**src/rtl/rxdma_pkg.sv**
```systemverilog
package rxdma_pkg;
  typedef enum logic [2:0] {SEL_W0, SEL_W1, SEL_W2, SEL_W3, SEL_BUF} addrSelT;

  typedef struct packed {
    logic    loadBase;
    logic    takeSize;
    logic    takeBuf;
    logic    takeNext;
    logic    advance;
    logic    beat;
    logic    newFrame;
    logic    latchTs;
    logic    wrFirst;
    logic    wrLast;
    addrSelT sel;
  } dpStrobeT;

  localparam int RI_BIT = 6;
  localparam int BU_BIT = 7;
endpackage

```
**src/rtl/rxdma_dpath.sv**
```systemverilog
module rxdma_dpath import rxdma_pkg::*; #(
  parameter int SIZE_W = 13,
  parameter int LEN_W  = 14
) (
  input  logic        clk,
  input  logic        rstN,
  input  dpStrobeT    stb,
  input  logic [31:0] listBase,
  input  logic [31:0] memRdata,
  input  logic [31:0] fifoData,
  input  logic        fifoLast,
  input  logic [1:0]  fifoLastBytes,
  input  logic        tsValid,
  input  logic [31:0] tsLo,
  input  logic [31:0] tsHi,
  output logic [31:0] memAddr,
  output logic [31:0] memWdata,
  output logic        bufEnds
);
  localparam int LEN_LSB = 16;
  localparam logic [SIZE_W-1:0] WORD_BYTES = SIZE_W'(4);

  logic [31:0]       descAddr, bufPtr, nextPtr, tsLoR, tsHiR;
  logic [SIZE_W-1:0] bufLeft;
  logic [LEN_W-1:0]  frameLen;
  logic              tsOkR;
  logic [2:0]        beatBytes;
  logic [31:0]       statusWord;

  assign beatBytes = (fifoLast && fifoLastBytes != 2'd0) ? {1'b0, fifoLastBytes} : 3'd4;
  assign bufEnds   = bufLeft <= WORD_BYTES;

  always_ff @(posedge clk or negedge rstN) begin
    if (!rstN) begin
      descAddr <= '0; bufPtr <= '0; nextPtr <= '0; bufLeft <= '0;
      frameLen <= '0; tsLoR <= '0; tsHiR <= '0; tsOkR <= 1'b0;
    end else begin
      if (stb.loadBase) descAddr <= listBase;
      if (stb.advance)  descAddr <= nextPtr;
      if (stb.takeSize) bufLeft  <= memRdata[SIZE_W-1:0];
      if (stb.takeBuf)  bufPtr   <= memRdata;
      if (stb.takeNext) nextPtr  <= memRdata;
      if (stb.newFrame) frameLen <= '0;
      if (stb.beat) begin
        bufPtr   <= bufPtr + 32'd4;
        bufLeft  <= bufLeft - WORD_BYTES;
        frameLen <= frameLen + LEN_W'(beatBytes);
      end
      if (stb.latchTs) begin
        tsLoR <= tsLo; tsHiR <= tsHi; tsOkR <= tsValid;
      end
    end
  end

  always_comb begin
    statusWord = '0;
    statusWord[LEN_LSB +: LEN_W] = stb.wrLast ? frameLen : '0;
    statusWord[9] = stb.wrFirst;
    statusWord[8] = stb.wrLast;
  end

  always_comb begin
    memAddr  = descAddr;
    memWdata = '0;
    case (stb.sel)
      SEL_W0:  memWdata = statusWord;
      SEL_W1:  memAddr  = descAddr + 32'd4;
      SEL_W2:  begin memAddr = descAddr + 32'd8;  memWdata = tsOkR ? tsLoR : '1; end
      SEL_W3:  begin memAddr = descAddr + 32'd12; memWdata = tsOkR ? tsHiR : '1; end
      SEL_BUF: begin memAddr = bufPtr; memWdata = fifoData; end
      default: memAddr = descAddr;
    endcase
  end

  AST_NO_BUF_UNDERFLOW: assert property (@(posedge clk) disable iff (!rstN)
    stb.beat |-> bufLeft >= WORD_BYTES);
  AST_LEN_ADVANCES: assert property (@(posedge clk) disable iff (!rstN)
    (stb.beat && !stb.newFrame) |=> frameLen != $past(frameLen));
endmodule

```
**src/rtl/rxdma_ctrl.sv**
```systemverilog
module rxdma_ctrl import rxdma_pkg::*; (
  input  logic       clk,
  input  logic       rstN,
  input  logic       startPulse,
  input  logic       pollDemand,
  input  logic       tsEnable,
  input  logic       fifoValid,
  input  logic       fifoLast,
  input  logic       memGnt,
  input  logic       descOwned,
  input  logic       bufEnds,
  input  logic [7:0] statusClr,
  output logic       fifoPop,
  output logic       memReq,
  output logic       memWe,
  output dpStrobeT   stb,
  output logic [7:0] dmaStatus
);
  typedef enum logic [3:0] {
    ST_IDLE, ST_F0, ST_F1, ST_F2, ST_F3, ST_READY,
    ST_XFER, ST_TS2, ST_TS3, ST_CLOSE, ST_SUSP
  } stateT;

  stateT      st, stNext;
  logic       frameActive, segFirst, segLast;
  logic       setRi, setBu, lastBeat, fillBeat, closeDone, openFrame;
  logic [7:0] statR, setMask;

  always_comb begin
    stNext = st;
    stb = '0;
    memReq = 1'b0; memWe = 1'b0; fifoPop = 1'b0;
    setRi = 1'b0; setBu = 1'b0; lastBeat = 1'b0; fillBeat = 1'b0;
    closeDone = 1'b0; openFrame = 1'b0;
    case (st)
      ST_IDLE: if (startPulse) begin stb.loadBase = 1'b1; stNext = ST_F0; end
      ST_F0: begin
        memReq = 1'b1; stb.sel = SEL_W0;
        if (memGnt) begin
          if (descOwned) stNext = ST_F1;
          else begin setBu = 1'b1; stNext = ST_SUSP; end
        end
      end
      ST_F1: begin
        memReq = 1'b1; stb.sel = SEL_W1;
        if (memGnt) begin stb.takeSize = 1'b1; stNext = ST_F2; end
      end
      ST_F2: begin
        memReq = 1'b1; stb.sel = SEL_W2;
        if (memGnt) begin stb.takeBuf = 1'b1; stNext = ST_F3; end
      end
      ST_F3: begin
        memReq = 1'b1; stb.sel = SEL_W3;
        if (memGnt) begin stb.takeNext = 1'b1; stNext = ST_READY; end
      end
      ST_READY: if (fifoValid) begin
        openFrame = !frameActive;
        stb.newFrame = !frameActive;
        stNext = ST_XFER;
      end
      ST_XFER: begin
        memReq = fifoValid; memWe = 1'b1; stb.sel = SEL_BUF;
        if (memGnt && fifoValid) begin
          stb.beat = 1'b1; fifoPop = 1'b1;
          if (fifoLast) begin
            lastBeat = 1'b1; stb.latchTs = 1'b1;
            stNext = tsEnable ? ST_TS2 : ST_CLOSE;
          end else if (bufEnds) begin
            fillBeat = 1'b1; stNext = ST_CLOSE;
          end
        end
      end
      ST_TS2: begin
        memReq = 1'b1; memWe = 1'b1; stb.sel = SEL_W2;
        if (memGnt) stNext = ST_TS3;
      end
      ST_TS3: begin
        memReq = 1'b1; memWe = 1'b1; stb.sel = SEL_W3;
        if (memGnt) stNext = ST_CLOSE;
      end
      ST_CLOSE: begin
        memReq = 1'b1; memWe = 1'b1; stb.sel = SEL_W0;
        stb.wrFirst = segFirst; stb.wrLast = segLast;
        if (memGnt) begin
          closeDone = 1'b1; stb.advance = 1'b1; setRi = segLast;
          stNext = ST_F0;
        end
      end
      ST_SUSP: if (pollDemand || (fifoValid && !frameActive)) stNext = ST_F0;
      default: stNext = ST_IDLE;
    endcase
  end

  always_comb begin
    setMask = '0;
    setMask[RI_BIT] = setRi;
    setMask[BU_BIT] = setBu;
  end

  always_ff @(posedge clk or negedge rstN) begin
    if (!rstN) begin
      st <= ST_IDLE; frameActive <= 1'b0; segFirst <= 1'b0; segLast <= 1'b0;
      statR <= '0;
    end else begin
      st <= stNext;
      statR <= (statR & ~statusClr) | setMask;
      if (openFrame) begin frameActive <= 1'b1; segFirst <= 1'b1; end
      else if (closeDone) begin
        segFirst <= 1'b0;
        if (segLast) frameActive <= 1'b0;
      end
      if (lastBeat) segLast <= 1'b1;
      else if (fillBeat || closeDone) segLast <= 1'b0;
    end
  end

  assign dmaStatus = statR;

  AST_POP_WITH_WRITE: assert property (@(posedge clk) disable iff (!rstN)
    fifoPop |-> (memReq && memWe && memGnt));
  AST_SUSP_QUIET: assert property (@(posedge clk) disable iff (!rstN)
    (st == ST_SUSP) |-> !memReq);
  AST_BU_SOURCE: assert property (@(posedge clk) disable iff (!rstN)
    $rose(statR[BU_BIT]) |-> $past(st == ST_F0 && memGnt && !descOwned));
  AST_RI_SOURCE: assert property (@(posedge clk) disable iff (!rstN)
    $rose(statR[RI_BIT]) |-> $past(st == ST_CLOSE && memGnt && segLast));
  AST_OWN_RETURNED: assert property (@(posedge clk) disable iff (!rstN)
    (st == ST_CLOSE && memReq) |-> memWe);
  AST_AHEAD_FETCH: assert property (@(posedge clk) disable iff (!rstN)
    (st == ST_CLOSE && memGnt) |=> (st == ST_F0 && memReq));
endmodule

```
**src/rtl/rxDescDma.sv**
```systemverilog
module rxDescDma import rxdma_pkg::*; #(
  parameter int SIZE_W = 13,
  parameter int LEN_W  = 14
) (
  input  logic        clk,
  input  logic        rstN,
  input  logic        startPulse,
  input  logic [31:0] listBase,
  input  logic        pollDemand,
  input  logic        tsEnable,
  input  logic        tsValid,
  input  logic [31:0] tsLo,
  input  logic [31:0] tsHi,
  input  logic        fifoValid,
  input  logic [31:0] fifoData,
  input  logic        fifoLast,
  input  logic [1:0]  fifoLastBytes,
  output logic        fifoPop,
  output logic        memReq,
  output logic        memWe,
  output logic [31:0] memAddr,
  output logic [31:0] memWdata,
  input  logic        memGnt,
  input  logic [31:0] memRdata,
  input  logic [7:0]  statusClr,
  output logic [7:0]  dmaStatus
);
  dpStrobeT stb;
  logic     bufEnds;

  rxdma_ctrl i_ctrl (
    .clk, .rstN, .startPulse, .pollDemand, .tsEnable, .fifoValid, .fifoLast,
    .memGnt, .descOwned(memRdata[31]), .bufEnds, .statusClr,
    .fifoPop, .memReq, .memWe, .stb, .dmaStatus
  );

  rxdma_dpath #(.SIZE_W(SIZE_W), .LEN_W(LEN_W)) i_dpath (
    .clk, .rstN, .stb, .listBase, .memRdata, .fifoData, .fifoLast,
    .fifoLastBytes, .tsValid, .tsLo, .tsHi, .memAddr, .memWdata, .bufEnds
  );
endmodule

```
**config.mk**
```make
export PLATFORM = sky130hd
export DESIGN_NAME = rxDescDma
export DESIGN_NICKNAME = d
export VERILOG_FILES = /design/src/rtl/rxdma_pkg.sv /design/src/rtl/rxdma_dpath.sv /design/src/rtl/rxdma_ctrl.sv /design/src/rtl/rxDescDma.sv
export SDC_FILE = /design/constraint.sdc
export NUM_CORES = 1
export LEC_CHECK = 0
export BUFFER_PORTS_ARGS = -buffer_cell sky130_fd_sc_hd__buf_2
export CORE_ASPECT_RATIO = 0.5
export CORE_MARGIN = 2
export CORE_UTILIZATION = 59
export DETAILED_ROUTE_END_ITERATION = 6
export MAX_ROUTING_LAYER = met4
export PLACE_DENSITY = 0.92
export SETUP_SLACK_MARGIN = 0.5
export SLEW_MARGIN = 0
export SYNTH_ARGS = -nofsm -noshare
export SYNTH_HDL_FRONTEND = slang
export SYNTH_SLANG_ARGS = --single-unit
```
**constraint.sdc**
```tcl
create_clock -name clk -period 7.65 [get_ports clk]
set_clock_uncertainty 0.2 [all_clocks]
set_input_delay 1.53 -clock clk [delete_from_list [all_inputs] [get_ports clk]]
set_output_delay 1.53 -clock clk [all_outputs]
set_load 0.02 [all_outputs]
```
Yosys cells after proc, flatten, opt, wreduce, memory -nomap -nowiden
Index checks and enable logic that the tools add are counted.
{"block": "totals", "register_bits": 203, "wordCells": 135, "out_inout_bits": 75}
{"block": "classes", "bitwise": 3, "reduce_logical": 22, "muxes": 64, "eq_ne": 26, "n_lt_le_gt_ge": 1, "addsub": 6}
{"op": "$pmux W32 S4", "count": 2}
{"op": "$mux W32", "count": 6}
{"op": "$add A32 B3 Y32 const B", "count": 2}
{"op": "$add A32 B4 Y32 const B", "count": 2}
{"op": "$mux W4", "count": 15}
{"op": "$pmux W4 S11", "count": 1}
{"op": "$mux W14", "count": 3}
{"op": "$mux W1", "count": 31}
{"op": "$mux W13", "count": 2}
{"op": "$ne A2 B2 Y1 const B", "count": 9}
{"op": "$eq A4 B3 Y1 const B", "count": 4}
{"op": "$reduce_bool A2 Y1", "count": 8}
{"op": "$add A14 B3 Y14", "count": 1}
{"op": "$le A13 B3 Y1 const B", "count": 1}
{"op": "$sub A13 B3 Y13 const B", "count": 1}
{"op": "$eq A4 B4 Y1 const B", "count": 3}
{"op": "$pmux W3 S4", "count": 1}
{"op": "$reduce_and A12 Y1", "count": 1}
{"op": "$and A8 B8 Y8", "count": 1}
{"op": "$eq A4 B2 Y1 const B", "count": 2}
{"op": "$not A8 Y8", "count": 1}
{"op": "$or A8 B8 Y8", "count": 1}
{"op": "$reduce_or A7 Y1", "count": 1}
{"op": "$eq A3 B2 Y1 const B", "count": 2}
{"op": "16 further kinds", "count": 21}

Depth between registers and ports, before layout
{"block": "depth", "ltp_word": 8, "depth_mapped": 11, "mapped_depth_nobuf": 9}

Hierarchy
Synthesis repeated with hierarchy kept, for this count alone.
{"block": "hier_totals", "cells_unflattened": 1303, "hier_area_um2": 12055.3}
{"module": "rxdma_dpath", "instances": 1, "area_each_um2": 11143.2, "cells_per_inst": 1211}
{"module": "rxdma_ctrl", "instances": 1, "area_each_um2": 912.1, "cells_per_inst": 92}

Worst setup path after synthesis
Ideal clock, no wire load.
{"block": "synth_timing", "kind": "reg2out", "startpoint": "register i_ctrl.st[0]", "endpoint": "output port memAddr[19]", "t_required_ns": 5.920, "setup_slack_ns": 2.551, "path_stages_with_launch": 11, "t_arrival_ns": 3.369, "path_cell_list": "dfrtp_1 buf_2 buf_1 nor4_2 clkbuf_1 ha_1 a21oi_1 or3_1 nor4_1 nand2_1 o311ai_0"}
{"block": "synth_via", "elab_chain_cells": 5, "elab_cells_between_ends": 14, "classes_between": "eq/ne (10); mux (2); reduce/logical (2)"}
{"item": "from (decl)", "line_no": "rxdma_ctrl.sv:24", "text": "stateT st, stNext;"}
{"item": "from (signal assigned)", "line_no": "rxdma_ctrl.sv:105", "text": "st <= stNext;"}
{"item": "$eq A4 B3 Y1, or another cell as far along", "line_no": "rxdma_ctrl.sv:35", "text": "case (st)"}
{"item": "$reduce_or A2 Y1 (no line)"}
{"item": "$pmux W3 S4 *", "line_no": "rxdma_ctrl.sv:35"}
{"item": "$eq A3 B3 Y1, or another cell as far along", "line_no": "rxdma_dpath.sv:65", "text": "case (stb.sel)"}
{"item": "$pmux W32 S4 *", "line_no": "rxdma_dpath.sv:65"}
{"item": "to (decl)", "line_no": "rxDescDma.sv:21", "text": "output logic [31:0] memAddr,"}
Mark *: on every way between the ends. The rest lies on a longest branch, timed or not.

Final worst setup path
{"block": "layout_timing", "startpoint": "register i_ctrl.st[2]", "endpoint": "output port memAddr[16]"}
The elaborated chain is that of the path after synthesis.

==> flow_summary.toml <==
[global_route]
grt_use_total = 0.351
globalRouteMet3Util = 0.0642
busiest_layer = "met2"
grt_pass1_vias = 10700
grt_overflow = 0
grt_first_pass_wirelength_mm = 55.9
antenna_found_initial = 1
grt_max_degree = 138
use_met1 = 0.454
grt_util_met2 = 0.558

[placement]
dp.cells = 1674
post_dp_cell_area_mm2 = 0.0128
gp_congestion = 0.936
dp_hpwl_mm = 24.2
numPortBuffers = 253

[drt]
dr.pass1.iters = 7
ant_nets = 0
drt-total-wl_mm = 36.0
vias_per_cell = 6.53
drc_errors = 1
wire_per_inst_um = 21.1
first_iter_violations = 1193
vias = 11200

[worst_setup_path]
path_class = "flip-flop to primary output"
cp-startpoint = "i_ctrl.st[2]$_DFFE_PN0P_"
worstSetupEndpoint = "memAddr[16]"
setup.worst_path.end_class = "primary output"
cp_max_fo = 23
cp_slowest_cell = "o311a_1"
crit_chain = "nor2b_1 -> o311a_1 -> a32o_1 -> nand3_1 -> o211a_1 -> a211o_1 -> buf_2"
reg2reg_depth = 8
timing.rr.start = "i_ctrl.st[0]$_DFFE_PN0P_"
reg2reg_to = "i_dpath.tsHiR[19]$_DFFE_PN0P_"
cpPeakStageDelay_ns = 0.88
worstSetupStartpointType = "flip-flop"
r2r_setup_slack_ns = 3.59
worst-endpoint-arrival_ns = 3.89
crit_required_ns = 5.92

[die]
core_mm2 = 0.0193
die_x_um = 201
initial_utilization = 0.596
die_y_um = 103
ios = 254
dieArea_mm2 = 0.0207
rows = 36

[power]
cellLeakagePower_uw = 0.00648
irDropWorstVdd_mv = 0.293
p_per_area_mw_per_mm2 = 416
power_uw = 5640

[finish]
drive_gt1_frac = 0.289
synthToLayoutAreaGrowth_pct = 18.0
nets = 1618
final_cell_count_no_fill = 1709
final_cell_area_mm2 = 0.0135

[logic_synthesis]
ys_seq_area_frac = 0.442
synth_top_area_share = 0.442
ys_top_cells_by_area = "dfrtp_1 44%, mux2_2 9.8%, nand2_1 5.3%"
syn-cell-area_mm2 = 0.0115
syn-num-nets = 1419
yosysTopAreaCell = "dfrtp_1"
ys_types = 68
synth_area_per_cell_um2 = 9.34
synthCells = 1230
synthTopCellsByCount = "203 x dfrtp_1, 162 x nand2_1, 100 x mux2_2"
yosys_most_used_dff = "dfrtp_1"
synth_most_common_cell = "dfrtp_1"
synth_edf_count = 0
ys_seq_elements = 203
yosys_warnings = 0
async_flop_share = 1.00

[flow_run]
cap_violations = 0

[status]
violations = "DRC"
run_status = "finished with violations"

[clock_tree]
cts_resized = 0
clock-sinks = 203
cts_root_buffer = "clkbuf_16"
cts.htree.levels = 1
cts_setup_buffers = 0
cts_hold_buf = 0
cts_tree = "done"
numCtsBuffers = 19
path_clk_slew_ns = 0.06
cts_buffer_depth = 3
worstSkewPairLatency_ns = 0.51

[timing]
tightest_slew_ns = 1.31
period_minus_slack_ns = 5.62
setup_viol = 0
hold_viol = 0
fin_tns_setup_ns = 0
drv_slew = 0
fin_hold_ws_ns = 0.280
period_share = 0.734
slew_headroom = 0.124
clock.fmax_mhz = 178
rsz0062_at_grt = "no"

[worst_hold_path]
hold_class = "flip-flop to flip-flop"
==> metrics by stage <==
step                       util  worst slack (ns)
final                     0.703              2.03
after global routing      0.703              1.76
after CTS                 0.702              2.20
after detailed placement  0.666              2.76
after global placement    0.666              2.84
after floorplan               -              2.55
==> cells in the final DEF (no fill, tap or decap), drive strengths merged, types with 20 or more instances in the layout <==
cell type,Yosys,final
nand4,31,31
dfrtp,203,203
nand2,162,162
o311ai,20,20
mux2,100,100
nand3,57,57
nor2,85,85
nor3,22,22
o21ai,99,99
a21oi,73,73
buf,26,265
clkbuf,62,27
mux2i,34,34
==> area by class of cell <==
class / instances / area [um2]
Inverter: 17 / 63.8
Clock inverter: 8 / 144
Timing Repair Buffer: 266 / 1370
Antenna cell: 1 / 2.50
Tap cell: 266 / 333
Multi-Input combinational cell: 922 / 6000
Sequential cell: 203 / 5080
Fill cell: 1455 / 5730
Clock buffer: 26 / 552
==> critical path: cells and delay by family (launching register included) <==
| kind | cells | cell delay [ns] |
|---|---|---|
| simple gates | 2 | 0.68 |
| flops | 1 | 0.72 |
| compound gates | 4 | 1.80 |
| buf+inv | 1 | 0.16 |
==> flip-flops by register name, summed over array words and instances, names as in the netlist <==
name / flops
i_dpath.frameLen: 14
i_ctrl.segFirst: 1
i_ctrl.frameActive: 1
i_dpath.tsLoR: 32
i_dpath.bufPtr: 32
i_dpath.nextPtr: 32
i_dpath.descAddr: 32
i_dpath.tsHiR: 32
i_ctrl.st: 4
i_ctrl.dmaStatus: 8
i_ctrl.segLast: 1
i_dpath.tsOkR: 1
i_dpath.bufLeft: 13
==> per-layer routing <==
layer  vias to the layer above  wire [um]  share of wire
met2                       607      16900           0.47
met1                      5469      14600           0.41
li1                       4969          -              -
met5                         -          0              0
met4                         0       1320          0.037
met3                       108       3180          0.088
==> logic make-up (layout without fill, tap and decap cells) <==
group	after synthesis	after routing	share of synthesized area
AO/OA/AOI/OAI	324	324	0.186
XOR/XNOR	17	17	0.0130
adder cells (fa/ha/maj)	10	10	0.0122
buffers and inverters	105	317	0.0391
flip-flops	203	203	0.442
multiplexers	134	134	0.128
other	0	1	0
AND/OR/NAND/NOR	437	437	0.180
==> report_power, final <==
group / total [uW] / switching (uW) / leakage (uW) / internal, uW
registers: 1990 / 504 / 0.00259 / 1490
clock network: 1080 / 436 / 0.000345 / 642
logic: 2570 / 1570 / 0.00354 / 994
total: 5640 / 2510 / 0.00648 / 3120
==> worst min path at each step <==
| stage | from | end | slack, ns | depth (start not counted) |
|---|---|---|---|---|
| 6_report | i_dpath.bufLeft[0]$_DFFE_PN0P_ | i_dpath.bufLeft[0]$_DFFE_PN0P_ | 0.28 | 2 |
| 3_3_place_gp | i_dpath.bufLeft[0]$_DFFE_PN0P_ | i_dpath.bufLeft[0]$_DFFE_PN0P_ | 0.26 | 2 |
| 3_5_place_dp | i_dpath.bufLeft[0]$_DFFE_PN0P_ | i_dpath.bufLeft[0]$_DFFE_PN0P_ | 0.26 | 2 |
| 2_1_floorplan | i_dpath.frameLen[13]$_DFFE_PN0P_ | i_dpath.frameLen[13]$_DFFE_PN0P_ | 0.24 | 1 |
| 5_1_grt | i_dpath.frameLen[13]$_DFFE_PN0P_ | i_dpath.frameLen[13]$_DFFE_PN0P_ | 0.31 | 1 |
| 4_1_cts | i_dpath.bufLeft[0]$_DFFE_PN0P_ | i_dpath.bufLeft[0]$_DFFE_PN0P_ | 0.28 | 2 |
No activity file was read; power rests on OpenSTA's default activity.
